==> src/rtl/pcib_pkg.sv <==
package pcib_pkg;
  localparam int XLEN    = 64;
  localparam int LANE    = 32;
  localparam int PKTW    = 16;
  localparam int OPW     = 5;
  localparam int IMM9W   = 9;
  localparam int IMM6W   = 6;
  localparam int SLOTSH  = 3;           // 8-byte constant slots
  localparam int PKTBYTES = PKTW / 8;

  localparam logic [OPW-1:0] OP_J     = 5'b00001;
  localparam logic [OPW-1:0] OP_B     = 5'b00010;
  localparam logic [OPW-1:0] OP_IBL   = 5'b00100;
  localparam logic [OPW-1:0] OP_CALL  = 5'b00101;
  localparam logic [OPW-1:0] OP_RET   = 5'b00110;
  localparam logic [OPW-1:0] OP_PACK  = 5'b10100;

  typedef enum logic [2:0] {K_STEP, K_REL, K_LINKIB, K_CALL, K_RET, K_PACK} kind_e;
  typedef enum logic [1:0] {S_IDLE, S_READ, S_COMMIT} state_e;

  typedef struct packed {
    logic             upd;
    kind_e            kind;
    logic             rdEn;
    logic [IMM9W-1:0] imm9;
    logic [IMM6W-1:0] imm6;
  } strobe_t;

  function automatic logic [XLEN-1:0] sextLane(input logic [LANE-1:0] v);
    return {{(XLEN-LANE){v[LANE-1]}}, v};
  endfunction
endpackage

==> src/rtl/pcib_ctrl.sv <==
module pcib_ctrl
  import pcib_pkg::*;
(
  input  logic            clk,
  input  logic            rstN,
  input  logic            insValid,
  output logic            insReady,
  input  logic [PKTW-1:0] insWord,
  input  logic            condFlag,
  output strobe_t         st
);
  state_e           state;
  kind_e            kindQ;
  kind_e            kindNow;
  logic [IMM6W-1:0] imm6Q;
  logic [OPW-1:0]   opcode;
  logic             accept;
  logic             isConst;

  assign opcode   = insWord[PKTW-3 -: OPW];
  assign insReady = (state == S_IDLE);
  assign accept   = insValid && insReady;

  always_comb begin
    unique case (opcode)
      OP_J:    kindNow = K_REL;
      OP_B:    kindNow = condFlag ? K_REL : K_STEP;
      OP_IBL:  kindNow = K_LINKIB;
      OP_CALL: kindNow = K_CALL;
      OP_RET:  kindNow = K_RET;
      OP_PACK: kindNow = K_PACK;
      default: kindNow = K_STEP;
    endcase
  end

  assign isConst = (kindNow == K_LINKIB) || (kindNow == K_CALL) || (kindNow == K_RET);

  always_ff @(posedge clk) begin
    if (!rstN) begin
      state <= S_IDLE;
      kindQ <= K_STEP;
      imm6Q <= '0;
    end else begin
      unique case (state)
        S_IDLE: if (accept && isConst) begin
          state <= S_READ;
          kindQ <= kindNow;
          imm6Q <= insWord[IMM6W-1:0];
        end
        S_READ:   state <= S_COMMIT;
        default:  state <= S_IDLE;
      endcase
    end
  end

  always_comb begin
    st.upd  = 1'b0;
    st.rdEn = 1'b0;
    st.kind = kindNow;
    st.imm9 = insWord[IMM9W-1:0];
    st.imm6 = imm6Q;
    unique case (state)
      S_IDLE:   st.upd = accept && !isConst;
      S_READ:   begin st.rdEn = 1'b1; st.kind = kindQ; end
      default:  begin st.upd = 1'b1;  st.kind = kindQ; end
    endcase
  end

  p_stall_r6: assert property (@(posedge clk) disable iff (!rstN)
    accept && isConst |=> st.rdEn && !insReady);
  p_rd_single_r6: assert property (@(posedge clk) disable iff (!rstN)
    st.rdEn |=> !st.rdEn && !insReady && st.upd);
  p_resume_r6: assert property (@(posedge clk) disable iff (!rstN)
    (state == S_COMMIT) |=> insReady);
  p_plain_ready_r5: assert property (@(posedge clk) disable iff (!rstN)
    accept && !isConst |=> insReady);
endmodule

==> src/rtl/pcib_dpath.sv <==
module pcib_dpath
  import pcib_pkg::*;
#(
  parameter logic [XLEN-1:0] PC_RESET = '0,
  parameter logic [XLEN-1:0] IB_RESET = '0
) (
  input  logic            clk,
  input  logic            rstN,
  input  strobe_t         st,
  input  logic [XLEN-1:0] cmemData,
  input  logic [XLEN-1:0] rbData,
  input  logic [XLEN-1:0] raData,
  output logic [XLEN-1:0] pcQ,
  output logic [XLEN-1:0] ibQ,
  output logic [XLEN-1:0] linkQ,
  output logic [XLEN-1:0] cmemAddr
);
  logic [XLEN-1:0] pcN, ibN, linkN, relOff, cPc, cIb, lPc, lIb, stepPc;

  assign cmemAddr = ibQ + (XLEN'(st.imm6) << SLOTSH);
  assign relOff   = ({{(XLEN-IMM9W){st.imm9[IMM9W-1]}}, st.imm9} << 1) + XLEN'(PKTBYTES);
  assign stepPc   = pcQ + XLEN'(PKTBYTES);
  assign cPc      = sextLane(cmemData[LANE-1:0]);
  assign cIb      = sextLane(cmemData[XLEN-1:LANE]);
  assign lPc      = sextLane(linkQ[LANE-1:0]);
  assign lIb      = sextLane(linkQ[XLEN-1:LANE]);

  always_comb begin
    pcN   = pcQ;
    ibN   = ibQ;
    linkN = linkQ;
    unique case (st.kind)
      K_REL:    pcN = pcQ + relOff;
      K_LINKIB: begin pcN = stepPc; ibN = ibQ + cmemData; end
      K_CALL:   begin pcN = pcQ + cPc; ibN = ibQ + cIb; linkN = cmemData; end
      K_RET:    begin pcN = pcQ + cPc - lPc; ibN = ibQ + cIb - lIb; end
      K_PACK:   begin
        pcN   = stepPc;
        linkN = {ibQ[LANE-1:0] - raData[LANE-1:0], pcQ[LANE-1:0] - rbData[LANE-1:0]};
      end
      default:  pcN = stepPc;
    endcase
  end

  always_ff @(posedge clk) begin
    if (!rstN) begin
      pcQ   <= PC_RESET;
      ibQ   <= IB_RESET;
      linkQ <= '0;
    end else if (st.upd) begin
      pcQ   <= pcN;
      ibQ   <= ibN;
      linkQ <= linkN;
    end
  end

  p_hold_r12: assert property (@(posedge clk) disable iff (!rstN)
    !st.upd |=> $stable(pcQ) && $stable(ibQ) && $stable(linkQ));
  p_ib_keep_r5: assert property (@(posedge clk) disable iff (!rstN)
    st.upd && (st.kind == K_STEP || st.kind == K_REL || st.kind == K_PACK) |=> $stable(ibQ));
  p_link_call_r8: assert property (@(posedge clk) disable iff (!rstN)
    st.upd && st.kind == K_CALL |=> linkQ == $past(cmemData));
  p_ret_link_r9: assert property (@(posedge clk) disable iff (!rstN)
    st.upd && st.kind == K_RET |=> $stable(linkQ));
endmodule

==> src/rtl/pcib_sequencer.sv <==
module pcib_sequencer
  import pcib_pkg::*;
#(
  parameter logic [63:0] PC_RESET = 64'h0000_0000_0000_1000,
  parameter logic [63:0] IB_RESET = 64'h0000_0000_0000_8000
) (
  input  logic        clk,
  input  logic        rstN,
  input  logic        insValid,
  output logic        insReady,
  input  logic [15:0] insWord,
  input  logic        condFlag,
  input  logic [63:0] rbData,
  input  logic [63:0] raData,
  output logic        cmemRdEn,
  output logic [63:0] cmemAddr,
  input  logic [63:0] cmemData,
  output logic [63:0] pcOut,
  output logic [63:0] ibOut,
  output logic [63:0] linkOut
);
  strobe_t st;

  pcib_ctrl u_ctrl (
    .clk(clk), .rstN(rstN), .insValid(insValid), .insReady(insReady),
    .insWord(insWord), .condFlag(condFlag), .st(st)
  );

  pcib_dpath #(.PC_RESET(PC_RESET), .IB_RESET(IB_RESET)) u_dpath (
    .clk(clk), .rstN(rstN), .st(st), .cmemData(cmemData),
    .rbData(rbData), .raData(raData), .pcQ(pcOut), .ibQ(ibOut),
    .linkQ(linkOut), .cmemAddr(cmemAddr)
  );

  assign cmemRdEn = st.rdEn;
endmodule

==> config.mk <==
export PLATFORM = sky130hd
export DESIGN_NAME = pcib_sequencer
export DESIGN_NICKNAME = d
export VERILOG_FILES = /design/src/rtl/pcib_pkg.sv /design/src/rtl/pcib_ctrl.sv /design/src/rtl/pcib_dpath.sv /design/src/rtl/pcib_sequencer.sv
export SDC_FILE = /design/constraint.sdc
export NUM_CORES = 2
export LEC_CHECK = 0
export ABC_AREA = 1
export BUFFER_PORTS_ARGS = -buffer_cell sky130_fd_sc_hd__buf_4
export CAP_MARGIN = 5
export CORE_MARGIN = 5
export CORE_UTILIZATION = 30
export CTS_CLUSTER_DIAMETER = 30
export DETAILED_ROUTE_END_ITERATION = 6
export GPL_TIMING_DRIVEN = 0
export PLACE_DENSITY = 0.47
export SETUP_SLACK_MARGIN = 0.02
export SLEW_MARGIN = 25
export SYNTH_ARGS = -nofsm -noshare
export SYNTH_HDL_FRONTEND = slang
export SYNTH_SLANG_ARGS = --single-unit
export TNS_END_PERCENT = 10
==> constraint.sdc <==
create_clock -name clk -period 5.15 [get_ports clk]
set_clock_uncertainty 0.15 [all_clocks]
set_input_delay 1.545 -clock clk [delete_from_list [all_inputs] [get_ports clk]]
set_output_delay 1.545 -clock clk [all_outputs]
set_load 0.005 [all_outputs]
# After elaboration in Yosys (flattened, before gate mapping)
# Cells that the tools add are included.
[op_classes] add_sub_neg=11 n_eq_ne=16 muxes=10 reduce_logical=12
[op_table] cell="case mux 64 bit (3 select lines)" n=2
[op_table] cell="adder 64 bit" n=4
[op_table] cell="case mux 64 bit (2 select lines)" n=1
[op_table] cell="subtractor 64 bit" n=2
[op_table] cell="adder 64 x 2 -> 64 bit, second input constant" n=1
[op_table] cell="adder 64 x 9 -> 64 bit" n=1
[op_table] cell="subtractor 32 bit" n=2
[op_table] cell="case mux 3 bit (6 select lines)" n=1
[op_table] cell="== test 5 x 3 -> 1 bit, second input constant" n=3
[op_table] cell="== test 3 x 2 -> 1 bit, second input constant" n=4
[op_table] cell="adder 10 x 3 -> 11 bit, second input constant" n=1
[op_table] cell="== test 3 bit, second input constant" n=3
[op_table] cell="AND reduction 2 bit" n=3
[op_table] cell="== test 5 x 1 -> 1 bit, second input constant" n=1
[op_table] cell="== test 5 x 2 -> 1 bit, second input constant" n=1
[op_table] cell="== test 5 bit, second input constant" n=1
[op_table] cell="case mux 2 bit (2 select lines)" n=1
[op_table] cell="== test 3 x 1 -> 1 bit, second input constant" n=1
[op_table] cell="logical AND 1 bit" n=3
[op_table] cell="two-way mux 3 bit" n=1
[op_table] cell="nonzero test 3 bit" n=1
[op_table] cell="== test 2 x 1 -> 1 bit, second input constant" n=1
[op_table] cell="zero test 2 bit" n=1
[op_table] cell="logical OR 1 bit" n=2
[op_table] cell="other kinds (6)" n=7
[word_totals] reg_bits=203 input_bits=212 out_inout_bits=258

# Longest topological paths before layout
[depth] word_depth=9 depth_mapped=31 ltp_nobuf=31

# By module
# From an unflattened synthesis, not the netlist that was laid out.
[hier_totals] hier_cells=8207 hier_area_um2=44318.8
[by_module_without_submodules] mod="pcib_dpath" instances=1 cells_per_inst=8110 area_per_inst_um2=43640.6
[by_module_without_submodules] mod="pcib_ctrl" instances=1 cells_per_inst=97 area_per_inst_um2=678.2

# Least setup slack after synthesis
# Ideal clock, no wire load.
[synth_timing] kind="input-to-reg" start="input port insWord[10]" end="register u_dpath.pcQ[32]" arrival_time_ps=4899 required_time_ps=4883 setup_slack_ps=-16 stages=21 n_path_buf=0 cell_sequence="inv_1 -> nor2_1 -> nand3_1 -> nand2_1 -> o21ai_2 -> inv_1 -> nor2_1 -> nand2_1 -> inv_1 -> ha_1 -> a21o_1 -> nor2_1 -> a21boi_0 -> nand3_1 -> nand2_1 -> nand2_1 -> xor2_1 -> nand2_1 -> nand2_1 -> nor2_1 -> nor2_1"
[synth_via] elab_chain_cells=8 elab_cells_between_ends=20
[synth_lines] item="from (decl)" line="pcib_sequencer.sv:11" rtl="input logic [15:0] insWord,"
[synth_lines] item="== test 5 bit (tied with other cells)" line="pcib_ctrl.sv:25" rtl="unique case (opcode)"
[synth_lines] item="case mux 3 bit (6 select lines) *" line="pcib_ctrl.sv:25"
[synth_lines] item="== test 3 x 2 -> 1 bit" line="pcib_ctrl.sv:36" rtl="assign isConst = (kindNow == K_LINKIB) || (kindNow == K_CALL) || (kindNow == K_RET);"
[synth_lines] item="logical OR 1 bit (2 in series)" line="pcib_ctrl.sv:36"
[synth_lines] item="zero test 1 bit" line="pcib_ctrl.sv:63" rtl="S_IDLE: st.upd = accept && !isConst;"
[synth_lines] item="logical AND 1 bit" line="pcib_ctrl.sv:63"
[synth_lines] item="case mux 1 bit (2 select lines)" line="pcib_ctrl.sv:62" rtl="unique case (state)"
[synth_lines] item="to (signal assigned)" line="pcib_dpath.sv:51" rtl="pcQ <= pcN;"
[synth_lines] item="to (decl)" line="pcib_dpath.sv:13" rtl="output logic [XLEN-1:0] pcQ,"
# Mark *: on every way between the ends. The rest lies on a longest branch, timed or not.
# A chain may end at the register's enable or synchronous reset.

# Final worst setup path
[layout_timing] start="input port cmemData[28]" end="register u_dpath.pcQ[36]"
[layout_via] elab_chain_cells=3
[layout_lines] item="from (decl)" line="pcib_sequencer.sv:17" rtl="input logic [63:0] cmemData,"
[layout_lines] item="adder 64 bit *" line="pcib_dpath.sv:35, pcib_dpath.sv:36"
[layout_lines] item="subtractor 64 bit" line="pcib_dpath.sv:36" rtl="K_RET: begin pcN = pcQ + cPc - lPc; ibN = ibQ + cIb - lIb; end"
[layout_lines] item="case mux 64 bit (3 select lines) *" line="pcib_dpath.sv:32" rtl="unique case (st.kind)"
# Marks and branches as above.

==> out/results.ini <==
[logic_synthesis]
muxShareOfSynthArea_pct = 0
synth_flop_cell = dfxtp_1
synth-edff-count = 0
yosysMostFrequentCell = nand2_1
yosys.cell_types.count = 52
ys_top_cells_by_count = nand2_1, nor2_1, inv_1, a21oi_1, o21ai_0
syn_nets = 8878
synth-seq-cells = 203
synth_top_cell_area_share_pct = 17.7
yosysSeqAreaShare_pct = 9.21
synth_xor_area_share_pct = 4.96
async_flop_share_pct = 0
avgSynthCellArea_um2 = 5.37
synth_top_family_by_area = simple AND/OR/NAND/NOR gates
yosys-top-cells-area = nand2_1, ha_1, nor2_1, inv_1, dfxtp_1
ys_warn_count = 0
synth_adder_area_share_pct = 13.1
syn-cell-area_mm2 = 0.0441
netlist_instances = 8211
yosys.area_share.simple_pct = 40.4
yosysTopAreaCell = nand2_1
synth-compound-area-share_pct = 20.7

[worst_setup_path]
crit_type = primary input to flip-flop
cp_cell_sequence = buf_4, ha_4, nand2_1, nand2_1, o21bai_1, o21bai_2, a21oi_1, nand2_4, xor2_1, ha_1, a21oi_1, o21ai_0, a21oi_2, o21ai_2, a21o_1, or2_2, nand3_1, nand2_1, nor2_1, nor2_1
cp_common_cell = nand2_1
cp-end-kind = flip-flop
crit_slowest_cell = ha_1
cpPeakStageDelay_ns = 0.36
setup.worst_path.start_class = primary input
worstPathArrival_ns = 5.53
critPathRequiredTime_ns = 5.54
cp_max_fo = 5

[clocking]
htree_levels = 3
numCtsBuffers = 67
ctsHoldBuffers = 0
clkSinkCount = 203
clock_latency_ns = 0.65
clockBufferDepth = 3
cts_tree = yes
cts-root-buf = clkbuf_16
cts.clk_slew.worst_paths_ns = 0.04

[outcome]
status = complete, no violations

[global_routing]
grtUsageTotal_pct = 38.2
antenna_found_initial = 24
grt_pass1_wl_um = 425000
grt_start_max_net_pins = 35
grt_pass1_vias = 58100
overflow = 0

[final_layout]
postLayoutCoreUtil_pct = 40.0
fin_nets = 9458
fill_cells = 16500
multi_input_area_mm2 = 0.0403
drive_gt1_share_pct = 19.8
seq_area_mm2 = 0.00410
design_area_mm2 = 0.0583
area_growth_pct = 32.3

[placement]
portBuffers = 402
dpl-instance-area_mm2 = 0.0496
gp_congestion = 1.04
dpl.hpwl_um = 267000

[sta]
setup_viol = 0
timing.final.max_slew_violations = 0
period_minus_slack_ns = 5.15
fmax_mhz = 194
slew_headroom_pct = 11.1
timing.hold.ws_ns = 0.323
timing.final.crit_share_pct = 99.9
grt_setup_unrepaired = yes
worstMarginPinSlew_ns = 1.33
hold_violations = 0

[power]
cellPowerDensity_mw_per_mm2 = 252
p_leak_nw = 26.1
worst_ir_drop_vdd_mv = 0.218

[run]
max_cap_viol_count = 0

[route]
initialDrtViolationCount = 5124
vias = 60200
wl_um = 313000
route.detailed.drc = 0
first_pass_iters = 6
ant_nets = 0
detail_route.wl_per_cell_um = 29.1
routed_via_density = 5.60

[hold_path]
hold_class = flip-flop to flip-flop

[die]
chipWidth_um = 393
pin_count = 470
die_area_mm2 = 0.155
fp.dieH_um = 393
rows = 140
coreArea_mm2 = 0.146
start_util_pct = 30.2

## cells in the final DEF, fill, tap and decap left out, types with 37 or more instances in the layout
cell       count
xor2_1       152
xnor2_1       56
nor2_1       997
nand3_2       68
nand3_1      487
a21oi_2      119
ha_2          56
o21bai_1      74
nand2_4       43
a21oi_1      623
nand2_1     1935
a21o_1        57
o21ai_0      473
nor2_4        77
inv_1       1167
nor3_1       103
nand4_1       76
nor2_2       174
clkbuf_1      58
a31oi_1       46
clkbuf_16     70
buf_2         42
buf_4        498
nand2_2      109
inv_2         44
ha_1         276
and2_1        41
ha_4         114
nand3b_1      63
o21ai_2       39
o21ai_1       74
or2_2         37
dfxtp_1      182
## worst max-delay path: cells and delay by family
kind / cells / cell delay, ns
simple gates: 8 / 1.04
compound gates: 8 / 1.72
xor+xnor: 1 / 0.33
buf+inv: 1 / 0.24
fa+ha+maj: 2 / 0.63
## registers in the layout, summed over array words and instances, names as in the netlist
signal	flops
u_ctrl.kindQ	3
u_dpath.linkQ	64
u_dpath.ibQ	64
u_ctrl.imm6Q	6
u_dpath.pcQ	64
u_ctrl.state	2
## cell type report
class	count	share of cell area, %
Multi-Input combinational cell	6672	69.1
Inverter	1217	7.85
Sequential cell	203	7.02
Timing Repair Buffer	508	6.98
Tap cell	1917	4.11
Clock buffer	95	3.42
Buffer	119	0.980
Clock inverter	20	0.438
Timing Repair inverter	3	0.0386
Antenna cell	3	0.0129
## cell families after synthesis
family	count (synthesis)
compound gates	1666
xor+xnor	250
fa+ha+maj	455
buf+inv	1336
flops	203
simple gates	4301
## repair_timing
action                                  CTS  global route
setup buffers                            37            64
pin swaps                                46           143
gates cloned                              4             2
resized for setup                       554           830
endpoints found under the setup margin  144            99
## report_power, final
group	internal, W	leakage [nW]	total [W]	switching, W
Sequential	0.00167	1.66	0.00202	0.000352
Combinational	0.00282	23.4	0.00849	0.00568
Clock	0.00285	1.12	0.00416	0.00131
## final timing paths
check	slack [ns]	startpoint	cells past startpoint	endpoint
setup reg to reg	0.12	u_dpath.ibQ[29]$_SDFFE_PN0P_	24	u_dpath.ibQ[58]$_SDFFE_PN0P_
hold reg to reg	0.32	u_ctrl.kindQ[2]$_SDFFE_PN0P_	2	u_ctrl.kindQ[2]$_SDFFE_PN0P_
setup / recovery	0.004	cmemData[28]	20	u_dpath.pcQ[36]$_SDFFE_PN0P_
hold / removal	0.32	u_ctrl.kindQ[2]$_SDFFE_PN0P_	2	u_ctrl.kindQ[2]$_SDFFE_PN0P_
## metrics by stage
| step | worst slack (ns) | cells | power (W) | TNS, ns |
|---|---|---|---|---|
| detailed placement | -2.39 | 10500 | 0.00906 | -169.40 |
| finish | 0.00400 | 10800 | 0.0147 | 0 |
| CTS | -0.0479 | 10700 | 0.0137 | -0.169 |
| global placement | -2.43 | 10500 | 0.00906 | -169.94 |
| global route | -0.0857 | 10800 | 0.0153 | -0.632 |
| floorplan | 0.0413 | 8211 | 0.00611 | 0 |
## per-layer routing
metal	vias to the layer above	GRT usage (%)	routed length [um]
met3	761	5.49	22200
met4	6	25.0	25700
met2	2687	64.5	143000
met5	-	0	37
li1	28100	-	-
met1	28700	45.1	122000
No activity file was read; power rests on OpenSTA's default activity.
